## src/rtl/msi_dbl_pkg.sv

```systemverilog
`timescale 1ns/1ps
package msi_dbl_pkg;
   localparam int REG_W   = 32;
   localparam int IDX_W   = 2;

   typedef enum logic [IDX_W-1:0] {
      RIDX_TGT_LO = 2'd0,
      RIDX_TGT_HI = 2'd1,
      RIDX_FLAGS  = 2'd2,
      RIDX_MASK   = 2'd3
   } reg_idx_e;
endpackage

```

## src/rtl/msi_cfg_regs.sv

```systemverilog
`timescale 1ns/1ps
module msi_cfg_regs
   import msi_dbl_pkg::*;
#(
   parameter int ADDR_W  = 64,
   parameter int NUM_VEC = 32
) (
   input  logic               clk,
   input  logic               rst_n,
   input  logic               wr_en,
   input  logic [IDX_W-1:0]   wr_idx,
   input  logic [REG_W-1:0]   wr_data,
   output logic [REG_W-1:0]   tgt_lo,
   output logic [REG_W-1:0]   tgt_hi,
   output logic [NUM_VEC-1:0] vec_mask
);
   localparam int HI_W = ADDR_W - 32;

   logic wr_lo, wr_hi, wr_mask;
   assign wr_lo   = wr_en && (wr_idx == RIDX_TGT_LO);
   assign wr_hi   = wr_en && (wr_idx == RIDX_TGT_HI);
   assign wr_mask = wr_en && (wr_idx == RIDX_MASK);

   always_ff @(posedge clk or negedge rst_n) begin
      if (!rst_n)     tgt_lo <= '0;
      else if (wr_lo) tgt_lo <= wr_data;
   end

   always_ff @(posedge clk or negedge rst_n) begin
      if (!rst_n)       vec_mask <= '0;
      else if (wr_mask) vec_mask <= wr_data[NUM_VEC-1:0];
   end

   generate
      if (HI_W > 0) begin : g_hi
         logic [HI_W-1:0] hi_q;
         always_ff @(posedge clk or negedge rst_n) begin
            if (!rst_n)     hi_q <= '0;
            else if (wr_hi) hi_q <= wr_data[HI_W-1:0];
         end
         assign tgt_hi = REG_W'(hi_q);
      end else begin : g_no_hi
         assign tgt_hi = '0;
      end
   endgenerate

   // a written value is visible on the next cycle
   p_lo_wr_r11: assert property (@(posedge clk) disable iff (!rst_n)
      wr_lo |=> (tgt_lo == $past(wr_data)));
endmodule

```

## src/rtl/msi_addr_match.sv

```systemverilog
`timescale 1ns/1ps
module msi_addr_match
   import msi_dbl_pkg::*;
#(
   parameter int ADDR_W  = 64,
   parameter int DATA_W  = 32,
   parameter int NUM_VEC = 32
) (
   input  logic               clk,
   input  logic               rst_n,
   input  logic               in_valid,
   input  logic [ADDR_W-1:0]  in_addr,
   input  logic [DATA_W-1:0]  in_data,
   input  logic [REG_W-1:0]   tgt_lo,
   input  logic [REG_W-1:0]   tgt_hi,
   output logic [NUM_VEC-1:0] set_vec
);
   localparam int VEC_W = $clog2(NUM_VEC);
   localparam int HI_W  = ADDR_W - 32;
   localparam logic [REG_W-1:0] LO_CMP_MASK = 32'hFFFF_FFFE;

   logic cap_en, lo_hit, hi_hit, vec_ok, hit;

   assign cap_en = tgt_lo[0];
   assign lo_hit = ((in_addr[31:0] ^ tgt_lo) & LO_CMP_MASK) == '0;

   generate
      if (HI_W > 0) begin : g_hi_cmp
         assign hi_hit = (in_addr[ADDR_W-1:32] == tgt_hi[HI_W-1:0]);
      end else begin : g_lo_only
         assign hi_hit = 1'b1;
      end
   endgenerate

   assign vec_ok = (in_data < DATA_W'(NUM_VEC));
   assign hit    = in_valid && cap_en && lo_hit && hi_hit && vec_ok;

   generate
      for (genvar i = 0; i < NUM_VEC; i++) begin : g_dec
         assign set_vec[i] = hit && (in_data[VEC_W-1:0] == VEC_W'(i));
      end
   endgenerate

   // one inbound write names at most one vector
   p_one_vec_r2: assert property (@(posedge clk) disable iff (!rst_n)
      $onehot0(set_vec));
   // capture disabled means nothing is decoded
   p_cap_off_r3: assert property (@(posedge clk) disable iff (!rst_n)
      !tgt_lo[0] |-> (set_vec == '0));
   // out-of-range vector numbers decode to nothing
   p_big_vec_r5: assert property (@(posedge clk) disable iff (!rst_n)
      (in_data >= DATA_W'(NUM_VEC)) |-> (set_vec == '0));
   // no write decoded without a valid strobe
   p_idle_r4: assert property (@(posedge clk) disable iff (!rst_n)
      !in_valid |-> (set_vec == '0));
endmodule

```

## src/rtl/msi_flag_bank.sv

```systemverilog
`timescale 1ns/1ps
module msi_flag_bank #(
   parameter int NUM_VEC = 32
) (
   input  logic               clk,
   input  logic               rst_n,
   input  logic [NUM_VEC-1:0] set_vec,
   input  logic               clr_we,
   input  logic [NUM_VEC-1:0] clr_data,
   input  logic [NUM_VEC-1:0] vec_mask,
   output logic [NUM_VEC-1:0] flags,
   output logic               msi_req
);
   logic [NUM_VEC-1:0] flag_q, flag_d;

   generate
      for (genvar i = 0; i < NUM_VEC; i++) begin : g_bit
         // set has priority over a simultaneous clear
         assign flag_d[i] = set_vec[i] | (flag_q[i] & ~(clr_we & clr_data[i]));

         p_set_wins_r7: assert property (@(posedge clk) disable iff (!rst_n)
            set_vec[i] |=> flag_q[i]);
         p_clear_r6: assert property (@(posedge clk) disable iff (!rst_n)
            (clr_we && clr_data[i] && !set_vec[i]) |=> !flag_q[i]);
         p_hold_r6: assert property (@(posedge clk) disable iff (!rst_n)
            (!set_vec[i] && !(clr_we && clr_data[i])) |=> $stable(flag_q[i]));
      end
   endgenerate

   always_ff @(posedge clk or negedge rst_n) begin
      if (!rst_n) flag_q <= '0;
      else        flag_q <= flag_d;
   end

   assign flags   = flag_q;
   assign msi_req = |(flag_q & vec_mask);
endmodule

```

## src/rtl/msi_doorbell_unit.sv

```systemverilog
`timescale 1ns/1ps
module msi_doorbell_unit
   import msi_dbl_pkg::*;
#(
   parameter int ADDR_W  = 64,
   parameter int NUM_VEC = 32
) (
   input  logic              clk,
   input  logic              rst_n,
   input  logic              reg_we,
   input  logic [IDX_W-1:0]  reg_idx,
   input  logic [REG_W-1:0]  reg_wdata,
   output logic [REG_W-1:0]  reg_rdata,
   input  logic              in_valid,
   input  logic [ADDR_W-1:0] in_addr,
   input  logic [REG_W-1:0]  in_data,
   input  logic              legacy_irq,
   output logic              irq_out
);
   generate
      if (NUM_VEC < 2 || NUM_VEC > REG_W) begin : g_bad_vec
         $error("NUM_VEC must lie between 2 and the register width");
      end
      if (ADDR_W < 32 || ADDR_W > 64) begin : g_bad_addr
         $error("ADDR_W must lie between 32 and 64");
      end
   endgenerate

   logic [REG_W-1:0]   tgt_lo, tgt_hi;
   logic [NUM_VEC-1:0] vec_mask, set_vec, flags;
   logic               msi_req, clr_we;

   msi_cfg_regs #(.ADDR_W(ADDR_W), .NUM_VEC(NUM_VEC)) u_cfg (
      .clk(clk), .rst_n(rst_n), .wr_en(reg_we), .wr_idx(reg_idx),
      .wr_data(reg_wdata), .tgt_lo(tgt_lo), .tgt_hi(tgt_hi),
      .vec_mask(vec_mask));

   msi_addr_match #(.ADDR_W(ADDR_W), .DATA_W(REG_W), .NUM_VEC(NUM_VEC)) u_match (
      .clk(clk), .rst_n(rst_n), .in_valid(in_valid), .in_addr(in_addr),
      .in_data(in_data), .tgt_lo(tgt_lo), .tgt_hi(tgt_hi), .set_vec(set_vec));

   assign clr_we = reg_we && (reg_idx == RIDX_FLAGS);

   msi_flag_bank #(.NUM_VEC(NUM_VEC)) u_flags (
      .clk(clk), .rst_n(rst_n), .set_vec(set_vec), .clr_we(clr_we),
      .clr_data(reg_wdata[NUM_VEC-1:0]), .vec_mask(vec_mask),
      .flags(flags), .msi_req(msi_req));

   always_comb begin
      unique case (reg_idx)
         RIDX_TGT_LO: reg_rdata = tgt_lo;
         RIDX_TGT_HI: reg_rdata = tgt_hi;
         RIDX_FLAGS:  reg_rdata = REG_W'(flags);
         default:     reg_rdata = REG_W'(vec_mask);
      endcase
   end

   assign irq_out = msi_req | legacy_irq;

   // legacy request always reaches the CPU line
   p_legacy_r10: assert property (@(posedge clk) disable iff (!rst_n)
      legacy_irq |-> irq_out);
   // no pending flag and no legacy source keeps the line low
   p_quiet_r8: assert property (@(posedge clk) disable iff (!rst_n)
      (!legacy_irq && flags == '0) |-> !irq_out);
   // a masked-off vector still records its flag
   p_masked_capture_r9: assert property (@(posedge clk) disable iff (!rst_n)
      (set_vec != '0) |=> ((flags & $past(set_vec)) == $past(set_vec)));
endmodule

```

## config.mk

```make
export PLATFORM = sky130hd
export DESIGN_NAME = msi_doorbell_unit
export DESIGN_NICKNAME = d
export VERILOG_FILES = /design/src/rtl/msi_dbl_pkg.sv /design/src/rtl/msi_cfg_regs.sv /design/src/rtl/msi_addr_match.sv /design/src/rtl/msi_flag_bank.sv /design/src/rtl/msi_doorbell_unit.sv
export SDC_FILE = /design/constraint.sdc
export NUM_CORES = 1
export LEC_CHECK = 0
export BUFFER_PORTS_ARGS = -buffer_cell sky130_fd_sc_hd__buf_2
export CORE_MARGIN = 1.5
export CORE_UTILIZATION = 40
export DETAILED_ROUTE_END_ITERATION = 8
export GPL_TIMING_DRIVEN = 0
export PLACE_DENSITY = 0.63
export RECOVER_POWER = 100
export SLEW_MARGIN = 5
export SYNTH_ARGS = -nofsm -noshare
export SYNTH_HDL_FRONTEND = slang
export SYNTH_SLANG_ARGS = --single-unit
```

## constraint.sdc

```tcl
create_clock -name clk -period 2.9 [get_ports clk]
set_input_delay 0.435 -clock clk [delete_from_list [all_inputs] [get_ports clk]]
set_output_delay 0.435 -clock clk [all_outputs]
set_load 0.02 [all_outputs]
```

==> impl_metrics.env, run 1 <==
export IMPL_cts_buffer_depth=2
export IMPL_crit_path_end_kind="flip-flop"
export IMPL_yosysUniqueCellTypes=37
export IMPL_finalSetupTns_ns=0
export IMPL_grt_max_degree=70
export IMPL_grt_pass1_wl_um=35700
export IMPL_cts_buffers=17
export IMPL_wl_per_cell_um=24.4
export IMPL_critPathTopFamily="simple AND/OR/NAND/NOR gates"
export IMPL_die_area_um2=18000
export IMPL_portBuffers=161
export IMPL_cts_root_buf="clkbuf_16"
export IMPL_gr_total_overflow=0
export IMPL_fin_crit_ns=2.79
export IMPL_dp_cells=949
export IMPL_violations="capacitance limit, slew limit"
export IMPL_coreArea_um2=16700
export IMPL_final_setup_worst_slack_ns=0.109
export IMPL_async_reset_ff_share_pct=100
export IMPL_drc=0
export IMPL_worstPathCellList="nor2b_1, a2111oi_0, nand4_1, or4_4, buf_6, buf_6, o41ai_1"
export IMPL_dr_pass1_iters=5
export IMPL_status="complete, but fails checks"
export IMPL_power_total_uw=5690
export IMPL_fmax_ghz=0.358
export IMPL_slowest_delay_ns=0.54
export IMPL_crit_buf_inv=2
export IMPL_rsz0062_at_grt="false"
export IMPL_finClkSkew_ns=0.00726
export IMPL_antenna_cells=0
export IMPL_hp_start="reg_wdata[3]"
export IMPL_finalSetupViolCount=0
export IMPL_power_density_nw_per_um2=661
export IMPL_cp_common_cell="buf_6"
export IMPL_peakVddDrop_mv=0.407
export IMPL_synth_seq_cells=128
export IMPL_htree_num_levels=4
export IMPL_wl_um=24000
export IMPL_num_rows=47
export IMPL_slew_viol_final=60
export IMPL_holdCritPathClass="input port to flip-flop"
export IMPL_cts_tree="done"
export IMPL_start_util_pct=41.2
export IMPL_antenna_found_initial=1
export IMPL_ios=168
export IMPL_p_leak_uw=0.00363
export IMPL_path_max_fanout=10
export IMPL_avgSynthCellArea_um2=12.1
export IMPL_synth_edf_count=0
export IMPL_grt_pass1_vias=6052
export IMPL_crit_required_ns=3.19
export IMPL_num_vias=5747
export IMPL_post_dp_hpwl_um=18000
export IMPL_antenna_left=0
export IMPL_layoutNonFillerInstCount=982
export IMPL_syn_inst=567
export IMPL_syn2layout_area_growth_pct=25.1
export IMPL_fillCellCount=1581
export IMPL_r2r_start="u_cfg.tgt_lo[26]$_DFFE_PN0P_"
export IMPL_die_h_um=134
export IMPL_final_nets=886
export IMPL_final_period_utilization_pct=96.2
export IMPL_yosysWarnings=0
export IMPL_crit_slowest_cell="or4_4"
export IMPL_clk_pin_slew_ns=0.06
export IMPL_worst_pin_slew_ns=1.55
export IMPL_synth_nets=702
export IMPL_viasPerCell=5.85
export IMPL_maxCapViolations=1
export IMPL_clk_latency_ns=0.43
export IMPL_die_w_um=134
export IMPL_grt_total_usage_pct=27.3
export IMPL_synth_cell_area_um2=6880
export IMPL_ys_flop_type="dfrtp_1"
export IMPL_drtIter0Drc=456
export IMPL_start_kind="flip-flop"
export IMPL_critPathLaunch="u_cfg.tgt_lo[26]$_DFFE_PN0P_"
export IMPL_gp_congestion=0.991
export IMPL_slew_headroom_pct=-3.05
export IMPL_clock_sinks=128
export IMPL_dp_slack_ns=-0.212
export IMPL_crit_type="flip-flop to flip-flop"
export IMPL_worstPathArrival_ns=3.08
export IMPL_drive_gt1_share_pct=39.0
export IMPL_ys_seq_area_share_pct=46.5
export IMPL_hold_violations=0
[final cells by class]
| type | instances | area (µm²) | area share, % |
|---|---|---|---|
| multi-input combinational | 396 | 3490 | 40.6 |
| sequential | 128 | 3200 | 37.2 |
| timing repair buffer | 165 | 817 | 9.49 |
| clock buffer | 25 | 515 | 5.99 |
| tap | 220 | 275 | 3.20 |
| buffer | 32 | 165 | 1.92 |
| clock inverter | 5 | 100 | 1.16 |
| inverter | 11 | 41.3 | 0.480 |
[what timing repair did]
item | 4_1_cts | 5_1_grt
pin swaps | 1 | 0
endpoints found under the setup margin | 31 | 11
hold endpoints to repair | 1 | 0
hold buffers | 1 | 0
resized for setup | 7 | 2
setup buffers | 2 | 0
[flip-flops by register name (all words and copies together), names as in the netlist]
signal,cells
u_cfg.tgt_hi,32
u_cfg.vec_mask,32
u_flags.flags,32
u_cfg.tgt_lo,32
[stage by stage]
stage          util [%]  area [µm²]  hold slack [ns]
2_1_floorplan         -        6880            0.139
3_3_place_gp       47.7        7960            0.492
3_5_place_dp       47.9        8000            0.447
5_1_grt            51.6        8610            0.299
4_1_cts            51.9        8670            0.279
6_report           51.6        8610            0.288
[cells by family after synthesis]
group,Yosys count,share of synthesized area [%]
simple gates,165,11.7
compound gates,63,7.87
xor+xnor,42,5.35
flops,128,46.5
buf+inv,43,2.67
mux,126,25.9
[layout by cell type (no fill, tap or decap), types with 3 or more instances in the layout]
master | netlist | routed
a2111oi_0 | 4 | 4
a221oi_1 | 5 | 4
a22o_1 | 5 | 5
a22oi_1 | 4 | 4
buf_2 | 0 | 127
buf_6 | 3 | 3
bufinv_16 | 0 | 3
clkbuf_1 | 24 | 60
clkbuf_16 | 0 | 17
clkbuf_8 | 0 | 6
clkdlybuf4s15_2 | 0 | 3
dfrtp_1 | 128 | 128
inv_1 | 11 | 11
mux2_2 | 94 | 93
mux4_2 | 32 | 32
nand2_1 | 84 | 84
nand2b_1 | 14 | 14
nand3_1 | 9 | 9
nand4_1 | 10 | 10
nor2_1 | 8 | 8
nor2b_1 | 16 | 16
nor4_1 | 13 | 12
o2111ai_1 | 3 | 3
o22ai_1 | 3 | 3
o31ai_1 | 16 | 16
o41ai_1 | 13 | 16
xnor2_1 | 13 | 12
xor2_1 | 29 | 29
[worst register-to-register path: stages, from the launching register on]
cell,delay [ns]
dfrtp_1,0.47
nor2b_1,0.18
a2111oi_0,0.45
nand4_1,0.26
or4_4,0.54
buf_6,0.15
buf_6,0.14
o41ai_1,0.46
[cell usage after synthesis, drive strengths merged, types with 2 or more instances]
master   number  share of area, %
clkbuf       24               1.3
a22oi         4              0.44
a222oi        2              0.29
o2111ai       3              0.38
nand2b       14               1.3
nor4         13               1.2
o41ai        16               2.4
nor2b        16               1.5
xor2         29               3.7
or4           2              0.33
xnor2        13               1.7
nor3          2              0.15
nor3b         2              0.22
a221oi        6              0.85
nand3         9              0.65
a2111oi       4              0.51
nand2        84               4.6
o31ai        16               1.7
mux2         94                15
o22ai         3              0.27
dfrtp       128                47
o21ai         2              0.15
buf           8              0.76
inv          11              0.60
nand4        10              0.91
nand3b        2              0.22
mux4         32                10
nor2          8              0.44
a22o          5              0.64
[final timing paths]
path / endpoint / slack [ns] / cells past startpoint
worst max-delay path: u_flags.flags[20]$_DFF_PN0_ / 0.11 / 7
worst min-delay path: u_cfg.vec_mask[3]$_DFFE_PN0P_ / 0.29 / 2
worst max register to register: u_flags.flags[20]$_DFF_PN0_ / 0.11 / 7
worst min register to register: u_flags.flags[26]$_DFF_PN0_ / 0.51 / 2
max in group asynchronous: u_cfg.vec_mask[8]$_DFFE_PN0P_ / 0.92 / 3
min in group asynchronous: u_cfg.tgt_hi[20]$_DFFE_PN0P_ / 0.93 / 2
[per-layer routing]
| metal | track usage, % | part of all wire (%) | up-vias |
|---|---|---|---|
| li1 | - | - | 2483 |
| met1 | 35.0 | 40 | 2922 |
| met2 | 43.6 | 47 | 289 |
| met3 | 8.58 | 9.3 | 51 |
| met4 | 10.3 | 3.0 | 2 |
| met5 | 0 | 0.054 | - |
[report_power, final]
part	switching [µW]	total [µW]	leakage, µW	internal [µW]
clock	769	2250	0.000305	1480
sequential	278	2320	0.00158	2040
combinational	583	1120	0.00174	542
total	1630	5690	0.00363	4060
No activity file was read; power rests on OpenSTA's default activity.
==> inputs of run 2 (changes only) <==
==> constraint.sdc (replaced) <==
create_clock -name clk -period 2.7 [get_ports clk]
set_input_delay 0.405 -clock clk [delete_from_list [all_inputs] [get_ports clk]]
set_output_delay 0.405 -clock clk [all_outputs]
set_load 0.02 [all_outputs]
==> impl_metrics.env, run 2 (synthesis gave the netlist of run 1 again) <==
export IMPL_power_density_nw_per_um2=707
export IMPL_clock_sinks=128
export IMPL_crit_required_ns=2.99
export IMPL_crit_type="flip-flop to flip-flop"
export IMPL_cts_buffer_depth=2
export IMPL_clk_latency_ns=0.42
export IMPL_grt_total_usage_pct=27.4
export IMPL_finalSetupTns_ns=0
export IMPL_critPathTopFamily="simple AND/OR/NAND/NOR gates"
export IMPL_slew_viol_final=0
export IMPL_crit_path_end_kind="flip-flop"
export IMPL_multiInputGateArea_um2=3570
export IMPL_crit_buf_inv=2
export IMPL_wl_um=24000
export IMPL_maxCapViolations=1
export IMPL_wl_per_cell_um=24.4
export IMPL_ff_latch_area_um2=3200
export IMPL_num_rows=47
export IMPL_viasPerCell=5.89
export IMPL_ios=168
export IMPL_slew_headroom_pct=0.199
export IMPL_fmax_ghz=0.374
export IMPL_layoutNonFillerInstCount=982
export IMPL_cts_tree="done"
export IMPL_final_period_utilization_pct=99.0
export IMPL_slowest_delay_ns=0.54
export IMPL_holdCritPathClass="input port to flip-flop"
export IMPL_antenna_left=0
export IMPL_peakVddDrop_mv=0.436
export IMPL_antenna_found_initial=1
export IMPL_layout_commonest_cell="buf_2"
export IMPL_violations="capacitance limit"
export IMPL_antenna_cells=0
export IMPL_post_dp_hpwl_um=18000
export IMPL_die_w_um=134
export IMPL_status="complete, but fails checks"
export IMPL_die_h_um=134
export IMPL_clk_pin_slew_ns=0.06
export IMPL_postLayoutCoreUtil_pct=52.0
export IMPL_rsz0062_at_grt="false"
export IMPL_finClkSkew_ns=0.00750
export IMPL_worst_pin_slew_ns=1.50
export IMPL_gp_congestion=0.991
export IMPL_drtIter0Drc=518
export IMPL_final_cell_mix="133 x buf_2, 128 x dfrtp_1, 93 x mux2_2"
export IMPL_drive_gt1_share_pct=42.9
export IMPL_coreArea_um2=16700
export IMPL_final_nets=886
export IMPL_portBuffers=161
export IMPL_syn2layout_area_growth_pct=26.1
export IMPL_dr_pass1_iters=5
export IMPL_cts_buffers=17
export IMPL_dp_cells=949
export IMPL_drc=0
export IMPL_fillCellCount=1569
export IMPL_crit_slowest_cell="or4_4"
export IMPL_finalSetupViolCount=0
export IMPL_gr_total_overflow=0
export IMPL_die_area_um2=18000
export IMPL_start_kind="flip-flop"
export IMPL_cp_common_cell="buf_6"
export IMPL_grt_pass1_wl_um=35700
export IMPL_cts_root_buf="clkbuf_16"
export IMPL_path_max_fanout=10
export IMPL_hold_violations=0
export IMPL_start_util_pct=41.2
export IMPL_grt_max_degree=70
export IMPL_rrSetupSlack_ns=0.03
export IMPL_fin_crit_ns=2.67
export IMPL_p_leak_uw=0.00373
export IMPL_num_vias=5782
export IMPL_worstPathCellList="nor2b_1, a2111oi_1, nand4_1, or4_4, buf_6, buf_6, o41ai_1"
export IMPL_worstPathArrival_ns=2.97
export IMPL_grt_pass1_vias=6052
export IMPL_htree_num_levels=4
run 2: worst paths after layout:
kind	from	end	cells past startpoint
worst max-delay path	u_cfg.tgt_lo[26]$_DFFE_PN0P_	u_flags.flags[17]$_DFF_PN0_	7
worst min-delay path	reg_wdata[3]	u_cfg.vec_mask[3]$_DFFE_PN0P_	2
worst max register to register	u_cfg.tgt_lo[26]$_DFFE_PN0P_	u_flags.flags[17]$_DFF_PN0_	7
worst min register to register	u_flags.flags[26]$_DFF_PN0_	u_flags.flags[26]$_DFF_PN0_	2
max in group asynchronous	rst_n	u_cfg.tgt_hi[28]$_DFFE_PN0P_	3
min in group asynchronous	rst_n	u_cfg.tgt_hi[20]$_DFFE_PN0P_	2
run 2: cell type report:
type / instances / share of cell area (%)
multi-input combinational: 396 / 41.1
sequential: 128 / 36.9
timing repair buffer: 165 / 9.51
clock buffer: 25 / 5.94
tap: 220 / 3.17
buffer: 32 / 1.77
clock inverter: 5 / 1.15
inverter: 11 / 0.476
run 2: worst reg2reg max path, delay by kind of cell, from the launching register on:
kind                   cells  cell delay [ns]
and+or+nand+nor            3             0.99
DFF                        1             0.47
buffers and inverters      2             0.29
AOI/OAI and AO/OA          2             0.80
run 2: stage by stage:
step                total power [µW]  cell area (µm²)  setup WS [ns]  hold WS (ns)
global placement                3670             7960         -0.460         0.492
floorplan                       3160             6880          0.325         0.109
finish                          6140             8680         0.0261         0.258
CTS                             6140             8690        0.00183         0.249
global route                    6340             8680        0.00213         0.269
detailed placement              3720             8000         -0.382         0.417
run 2: timing repair:
item,4_1_cts,5_1_grt
setup buffers,2,0
setup endpoints to repair,61,40
resized for setup,10,14
hold buffers,1,0
pin swaps,1,0
endpoints found under the hold margin,59,0
run 2: per-layer routing:
layer	part of all wire, %	GRT usage, %
met2	47	43.6
met5	0.054	0
met1	41	35.1
met4	2.6	10.3
met3	8.8	8.54
run 2: report_power, final:
part,internal [µW],switching (µW),total [µW]
registers,2190,297,2490
clock network,1590,825,2410
logic,596,636,1230
